### src/rtl/hp_pkg.sv
package hp_pkg;
    localparam int unsigned HP_BUS_W  = 16;
    localparam int unsigned HP_BYTE_W = 8;
    localparam int unsigned HP_RES_W  = 12;

    typedef enum logic [1:0] {
        ACC_IDLE = 2'd0,
        ACC_WORD = 2'd1,
        ACC_LOW  = 2'd2,
        ACC_HIGH = 2'd3
    } acc_t;

    typedef struct packed {
        logic [HP_BUS_W-1:0] ctrl;
    } ctrl_state_t;
endpackage

### src/rtl/hp_ctrl_reg.sv
module hp_ctrl_reg
    import hp_pkg::*;
#(
    parameter int unsigned BUS_W  = HP_BUS_W,
    parameter int unsigned BYTE_W = HP_BYTE_W
) (
    input  logic             clk,
    input  logic             rst_n,
    input  acc_t             acc,
    input  logic [BUS_W-1:0] din,
    output logic [BUS_W-1:0] ctrl_q
);
    ctrl_state_t st_d, st_q;

    always_comb begin
        st_d = st_q;
        unique case (acc)
            ACC_WORD: st_d.ctrl = din;
            ACC_LOW:  st_d.ctrl[BYTE_W-1:0] = din[BYTE_W-1:0];
            ACC_HIGH: st_d.ctrl[BUS_W-1:BYTE_W] = din[BUS_W-BYTE_W-1:0];
            default:  st_d = st_q;
        endcase
    end

    always_ff @(posedge clk or negedge rst_n) begin
        if (!rst_n) st_q <= '0;
        else        st_q <= st_d;
    end

    assign ctrl_q = st_q.ctrl;

    AST_IDLE_HOLD: assert property (@(posedge clk) disable iff (!rst_n)
        (acc == ACC_IDLE) |=> $stable(ctrl_q));
    AST_WORD_LOAD: assert property (@(posedge clk) disable iff (!rst_n)
        (acc == ACC_WORD) |=> (ctrl_q == $past(din)));
    AST_LOW_ONLY: assert property (@(posedge clk) disable iff (!rst_n)
        (acc == ACC_LOW) |=> ($stable(ctrl_q[BUS_W-1:BYTE_W])
            && ctrl_q[BYTE_W-1:0] == $past(din[BYTE_W-1:0])));
    AST_HIGH_ONLY: assert property (@(posedge clk) disable iff (!rst_n)
        (acc == ACC_HIGH) |=> ($stable(ctrl_q[BYTE_W-1:0])
            && ctrl_q[BUS_W-1:BYTE_W] == $past(din[BUS_W-BYTE_W-1:0])));
endmodule

### src/rtl/hp_read_fmt.sv
module hp_read_fmt
    import hp_pkg::*;
#(
    parameter int unsigned BUS_W  = HP_BUS_W,
    parameter int unsigned BYTE_W = HP_BYTE_W,
    parameter int unsigned RES_W  = HP_RES_W
) (
    input  logic [RES_W-1:0] result,
    input  logic             bipolar,
    input  logic             word_mode,
    input  logic             hi_sel,
    input  logic             rd_sel,
    output logic [BUS_W-1:0] bus_out,
    output logic [BUS_W-1:0] bus_oe
);
    localparam int unsigned EXT_W = BUS_W - RES_W;

    logic [RES_W-1:0] coded;
    logic [BUS_W-1:0] word;

    always_comb begin
        coded = result;
        coded[RES_W-1] = result[RES_W-1] ^ bipolar;
    end

    generate
        if (EXT_W > 0) begin : g_ext
            logic [EXT_W-1:0] fill;
            assign fill = bipolar ? {EXT_W{coded[RES_W-1]}} : '0;
            assign word = {fill, coded};
        end else begin : g_noext
            assign word = coded[BUS_W-1:0];
        end
    endgenerate

    always_comb begin
        bus_out = '0;
        bus_oe  = '0;
        if (word_mode) begin
            bus_out = word;
            if (rd_sel) bus_oe = '1;
        end else begin
            bus_out[BYTE_W-1:0] = hi_sel ? word[BUS_W-1:BYTE_W] : word[BYTE_W-1:0];
            if (rd_sel) bus_oe[BYTE_W-1:0] = '1;
        end
    end

    always_comb begin
        if (!bipolar)
            AST_UNI_ZERO_FILL: assert (word[BUS_W-1:RES_W] == '0);
    end
endmodule

### src/rtl/hp_port.sv
module hp_port
    import hp_pkg::*;
#(
    parameter int unsigned BUS_W  = HP_BUS_W,
    parameter int unsigned BYTE_W = HP_BYTE_W,
    parameter int unsigned RES_W  = HP_RES_W
) (
    input  logic             clk,
    input  logic             rst_n,
    input  logic             cs_n,
    input  logic             rd_n,
    input  logic             wr_n,
    input  logic             word_mode,
    input  logic             bipolar,
    input  logic [RES_W-1:0] result,
    input  logic [BUS_W-1:0] bus_in,
    output logic [BUS_W-1:0] bus_out,
    output logic [BUS_W-1:0] bus_oe,
    output logic [BUS_W-1:0] ctrl_out
);
    localparam int unsigned HI_LINE = BYTE_W;

    logic wr_sel, rd_sel, hi_sel;
    acc_t acc;

    assign wr_sel = !cs_n && !wr_n;
    assign rd_sel = !cs_n && !rd_n && wr_n;
    assign hi_sel = bus_in[HI_LINE];

    always_comb begin
        if (!wr_sel)        acc = ACC_IDLE;
        else if (word_mode) acc = ACC_WORD;
        else if (hi_sel)    acc = ACC_HIGH;
        else                acc = ACC_LOW;
    end

    hp_ctrl_reg #(.BUS_W(BUS_W), .BYTE_W(BYTE_W)) ctrl_i (
        .clk(clk), .rst_n(rst_n), .acc(acc), .din(bus_in), .ctrl_q(ctrl_out)
    );

    hp_read_fmt #(.BUS_W(BUS_W), .BYTE_W(BYTE_W), .RES_W(RES_W)) fmt_i (
        .result(result), .bipolar(bipolar), .word_mode(word_mode),
        .hi_sel(hi_sel), .rd_sel(rd_sel), .bus_out(bus_out), .bus_oe(bus_oe)
    );

    always_comb begin
        if (bus_oe != '0)
            AST_OE_GATED: assert (!cs_n && !rd_n && wr_n);
        if (!word_mode)
            AST_LINE8_FREE: assert (bus_oe[BUS_W-1:BYTE_W] == '0);
    end

    AST_BOTH_STROBES: assert property (@(posedge clk) disable iff (!rst_n)
        (!cs_n && !rd_n && !wr_n) |-> (bus_oe == '0));
endmodule

### config.mk
export PLATFORM = sky130hd
export DESIGN_NAME = hp_port
export DESIGN_NICKNAME = d
export VERILOG_FILES = /design/src/rtl/hp_pkg.sv /design/src/rtl/hp_ctrl_reg.sv /design/src/rtl/hp_read_fmt.sv /design/src/rtl/hp_port.sv
export SDC_FILE = /design/constraint.sdc
export NUM_CORES = 1
export LEC_CHECK = 0
export BUFFER_PORTS_ARGS = -buffer_cell sky130_fd_sc_hd__buf_2
export CAP_MARGIN = 30
export CORE_UTILIZATION = 24
export CTS_CLUSTER_SIZE = 25
export DETAILED_ROUTE_END_ITERATION = 8
export MAX_ROUTING_LAYER = met4
export PLACE_DENSITY_LB_ADDON = 0.1
export SKIP_LAST_GASP = 1
export SLEW_MARGIN = 20
export SYNTH_ARGS = -nofsm -noshare
export SYNTH_HDL_FRONTEND = slang
export SYNTH_SLANG_ARGS = --single-unit
### constraint.sdc
create_clock -name clk -period 1.7 [get_ports clk]
set_clock_uncertainty 0.1 [all_clocks]
set_input_delay 0.085 -clock clk [delete_from_list [all_inputs] [get_ports clk]]
set_output_delay 0.085 -clock clk [all_outputs]
set_load 0.02 [all_outputs]
==> metrics.log <==
INFO  metric result_of_the_run = completed
INFO  metric p_int = 0.8694 mW
INFO  metric tritoncts = built
INFO  metric netSwitchingFraction = 32.57%
INFO  metric ctsHtreeMaxLevel = 1
INFO  metric synth-seq-area-share = 39.80%
INFO  metric rsz0062_at_grt = false
INFO  metric post_route_cells_drive_above_1_share = 71.69%
INFO  metric largest_register_ff_count = 16
INFO  metric final-seq-area = 400.4 µm²
INFO  metric die-width = 66.74 µm
INFO  metric comb_power_share = 36.4%
INFO  metric clk_path_buf_depth = 2
INFO  metric number_of_hold_violations_in_the_final_report = 0
INFO  metric antenna_violating_nets_post_route = 0
INFO  metric antenna_found_initial = 0
INFO  metric post_synth.cell_area_avg = 11.30 µm²
INFO  metric grt_usage = 9.934%
INFO  metric post_cts_buffers = 0
INFO  metric place_congestion = 0.6177
INFO  metric cp-startpoint = word_mode
INFO  metric p_leak = 0.8135 nW
INFO  metric p_clk_share = 25.5%
INFO  metric finalSetupViolCount = 0
INFO  metric final.fill_count = 406
INFO  metric layout.core_utilization = 37.41%
INFO  metric timing.slew.headroom = 75.28%
INFO  metric timing.final.crit_period = 1352 ps
INFO  metric hpwl = 1879 µm
INFO  metric design.core.area = 4000 µm²
INFO  metric post_synth_main_area_contributors = dfrtp_1 (40%), mux2_2 (30%), buf_4 (13%)
INFO  metric vias_after_detailed_routing = 898
INFO  metric critPathKind = input pin to output port
INFO  metric finalWirelength = 2343 µm
INFO  metric maximum_fanout_along_the_worst_path = 9
INFO  metric globalRouteOverflowTotal = 0
INFO  metric power_density = 861.7 nW/µm²
INFO  metric synth_top_cell_by_area = dfrtp_1
INFO  metric drt_pre_antenna_iters = 2
INFO  metric min_path_type = input pin to flip-flop
INFO  metric design.portCount = 83
INFO  metric cts_num_sinks = 16
INFO  metric syn-num-nets = 126
INFO  metric initial_core_util = 25.15%
INFO  metric antennaDiodeCount = 0
INFO  metric irDropWorstVdd = 0.0003921 V
INFO  metric grt_max_degree = 17
INFO  metric multi_input_comb_area = 454.2 µm²
INFO  metric route.detailed.wl_per_inst = 10.85 µm
INFO  metric vias_per_cell = 4.157
INFO  metric port_buffers = 82
INFO  metric yosysWarningCount = 0
INFO  metric clk-insertion-delay-late = 240 ps
INFO  metric worstPathRequired = 1510 ps
INFO  metric num-nets-final = 204
INFO  metric remaining_drc_errors = 0
INFO  metric clock.fmax = 739.4 MHz
INFO  metric muxShareOfSynthArea = 30.22%
INFO  metric crit_arrival = 1170 ps
INFO  metric max_slew.worst_pin.slew = 370.8 ps
INFO  metric fp-row-count = 23
INFO  metric cts_inserted_buffers = 3
INFO  metric crit_path_end_kind = output port
INFO  metric yosys.area_share.xor_xnor = 0%
INFO  metric clockRootBuffer = clkbuf_8
INFO  metric layout-area-overhead-vs-synth = 48.76%
INFO  metric adder_cell_fraction_of_synth_area = 2.488%
INFO  metric maxcap_viol_count = 0
INFO  metric holdCritStartpoint = bus_in[0]
INFO  metric critPathLaunchType = input pin
INFO  metric cts.clk_slew.worst_paths = 60 ps
INFO  metric power.net_switching = 0.4200 mW
INFO  metric synthesized_instance_count = 89
INFO  metric netlist.area_leader.share = 39.80%
INFO  metric timing.final.crit_share = 79.55%
INFO  metric floorplan.die.height = 66.74 µm
INFO  metric seq_power_share = 38.1%
INFO  metric combinational_family_with_the_most_area_after_synthesis = multiplexers
INFO  metric first_pass_grt_wire_length = 3291 µm
INFO  metric ys_types = 17
INFO  metric synthSimpleGateAreaFrac = 11.94%
INFO  metric setup_tns = 0 ps
INFO  metric crit_reg_reg_startpoint = ctrl_i.ctrl_q[7]
INFO  metric synth-compound-area-share = 0.4975%
INFO  metric finalMaxSlewViolations = 0
INFO  metric dieArea = 4454 µm²
INFO  metric initial_detailed_routing_violation_count = 4
INFO  metric ys_seq_elements = 16
INFO  metric post_synth_instance_area = 1006 µm²
INFO  metric first_global_vias = 757
placed cells by master, fill, tap and decap left out:
master         count
dfrtp_1           16
inv_1              1
clkbuf_8           4
nor3b_1            1
nor2b_1            1
dlygate4sd3_1      8
nor3_1             1
nor3_4             1
nand2_1            9
nor2_2             1
mux2_2            27
nand2b_1           1
nand3b_1           1
o21ai_0            1
buf_4              4
buf_2             82
and2_1             5
ha_1               2
area by class of cell:
| class | count | share of cell area, % |
|---|---|---|
| Tap cell | 50 | 4.181 |
| Sequential cell | 16 | 26.76 |
| Clock buffer | 4 | 3.679 |
| Multi-Input combinational cell | 51 | 30.35 |
| Timing Repair Buffer | 94 | 34.78 |
| Inverter | 1 | 0.2508 |
layer usage:
| metal | GRT usage, % | wire (µm) | vias to the layer above |
|---|---|---|---|
| met1 | 11.61 | 986 | 412 |
| met4 | 2.394 | 6 | 0 |
| met3 | 1.199 | 197 | 2 |
| li1 | - | - | 438 |
| met2 | 17.93 | 1153 | 46 |
| met5 | - | 0 | - |
critical path, cell delays in order:
cell and delay [ps]:
buf_2 120, buf_4 130, nand2b_1 300, mux2_2 370, buf_2 160
power groups by stage:
stage | logic [mW] | clock network, mW | registers (mW)
2_1_floorplan | 0.195 | 0 | 0.594
3_3_place_gp | 0.459 | 0 | 0.496
3_5_place_dp | 0.464 | 0 | 0.497
4_1_cts | 0.478 | 0.343 | 0.492
5_1_grt | 0.505 | 0.359 | 0.503
6_report | 0.470 | 0.329 | 0.491
cells in the mapped netlist:
cell      number
buf_4         18
nand3b_1       1
nor2_2         1
inv_1          1
nand2b_1       1
o21ai_0        1
nor3_4         1
buf_2          1
nand2_1        9
nor2b_1        1
dfrtp_1       16
mux2_2        27
nor3b_1        1
clkbuf_1       2
nor3_1         1
ha_1           2
and2_1         5
timing repair:
action / 4_1_cts / 5_1_grt
endpoints found under the hold margin: 23 / 0
gates resized for setup: 0 / 0
hold buffers: 8 / 0
per-stage QoR:
step | setup WS, ps | hold slack [ps] | std cells | cell area, µm² | power [mW]
global placement | 138.9 | -76.94 | 204 | 1361 | 0.9544
CTS | 333.8 | 4.923 | 216 | 1496 | 1.313
detailed placement | 109.1 | -76.04 | 204 | 1361 | 0.9611
floorplan | 89.67 | -310.6 | 89 | 1007 | 0.7894
finish | 347.6 | 6.279 | 216 | 1496 | 1.289
global route | 284.2 | 14.37 | 216 | 1496 | 1.366
path summary, 6_finish.rpt:
kind	endpoint	slack [ps]	depth (start not counted)
setup / recovery	bus_out[2]	350	5
hold / removal	ctrl_i.ctrl_q[0]	6	2
setup reg to reg	ctrl_i.ctrl_q[7]	840	1
hold reg to reg	ctrl_i.ctrl_q[0]	400	1
max in group asynchronous	ctrl_i.ctrl_q[8]	1050	2
min in group asynchronous	ctrl_i.ctrl_q[3]	180	2
cell families (layout without fill, tap and decap cells):
logic type      after synthesis  in the layout
mux                          27             27
compound gates                1              1
buf+inv                      22             99
simple gates                 21             21
flops                        16             16
fa+ha+maj                     2              2
(Power assumes the default switching activity.)
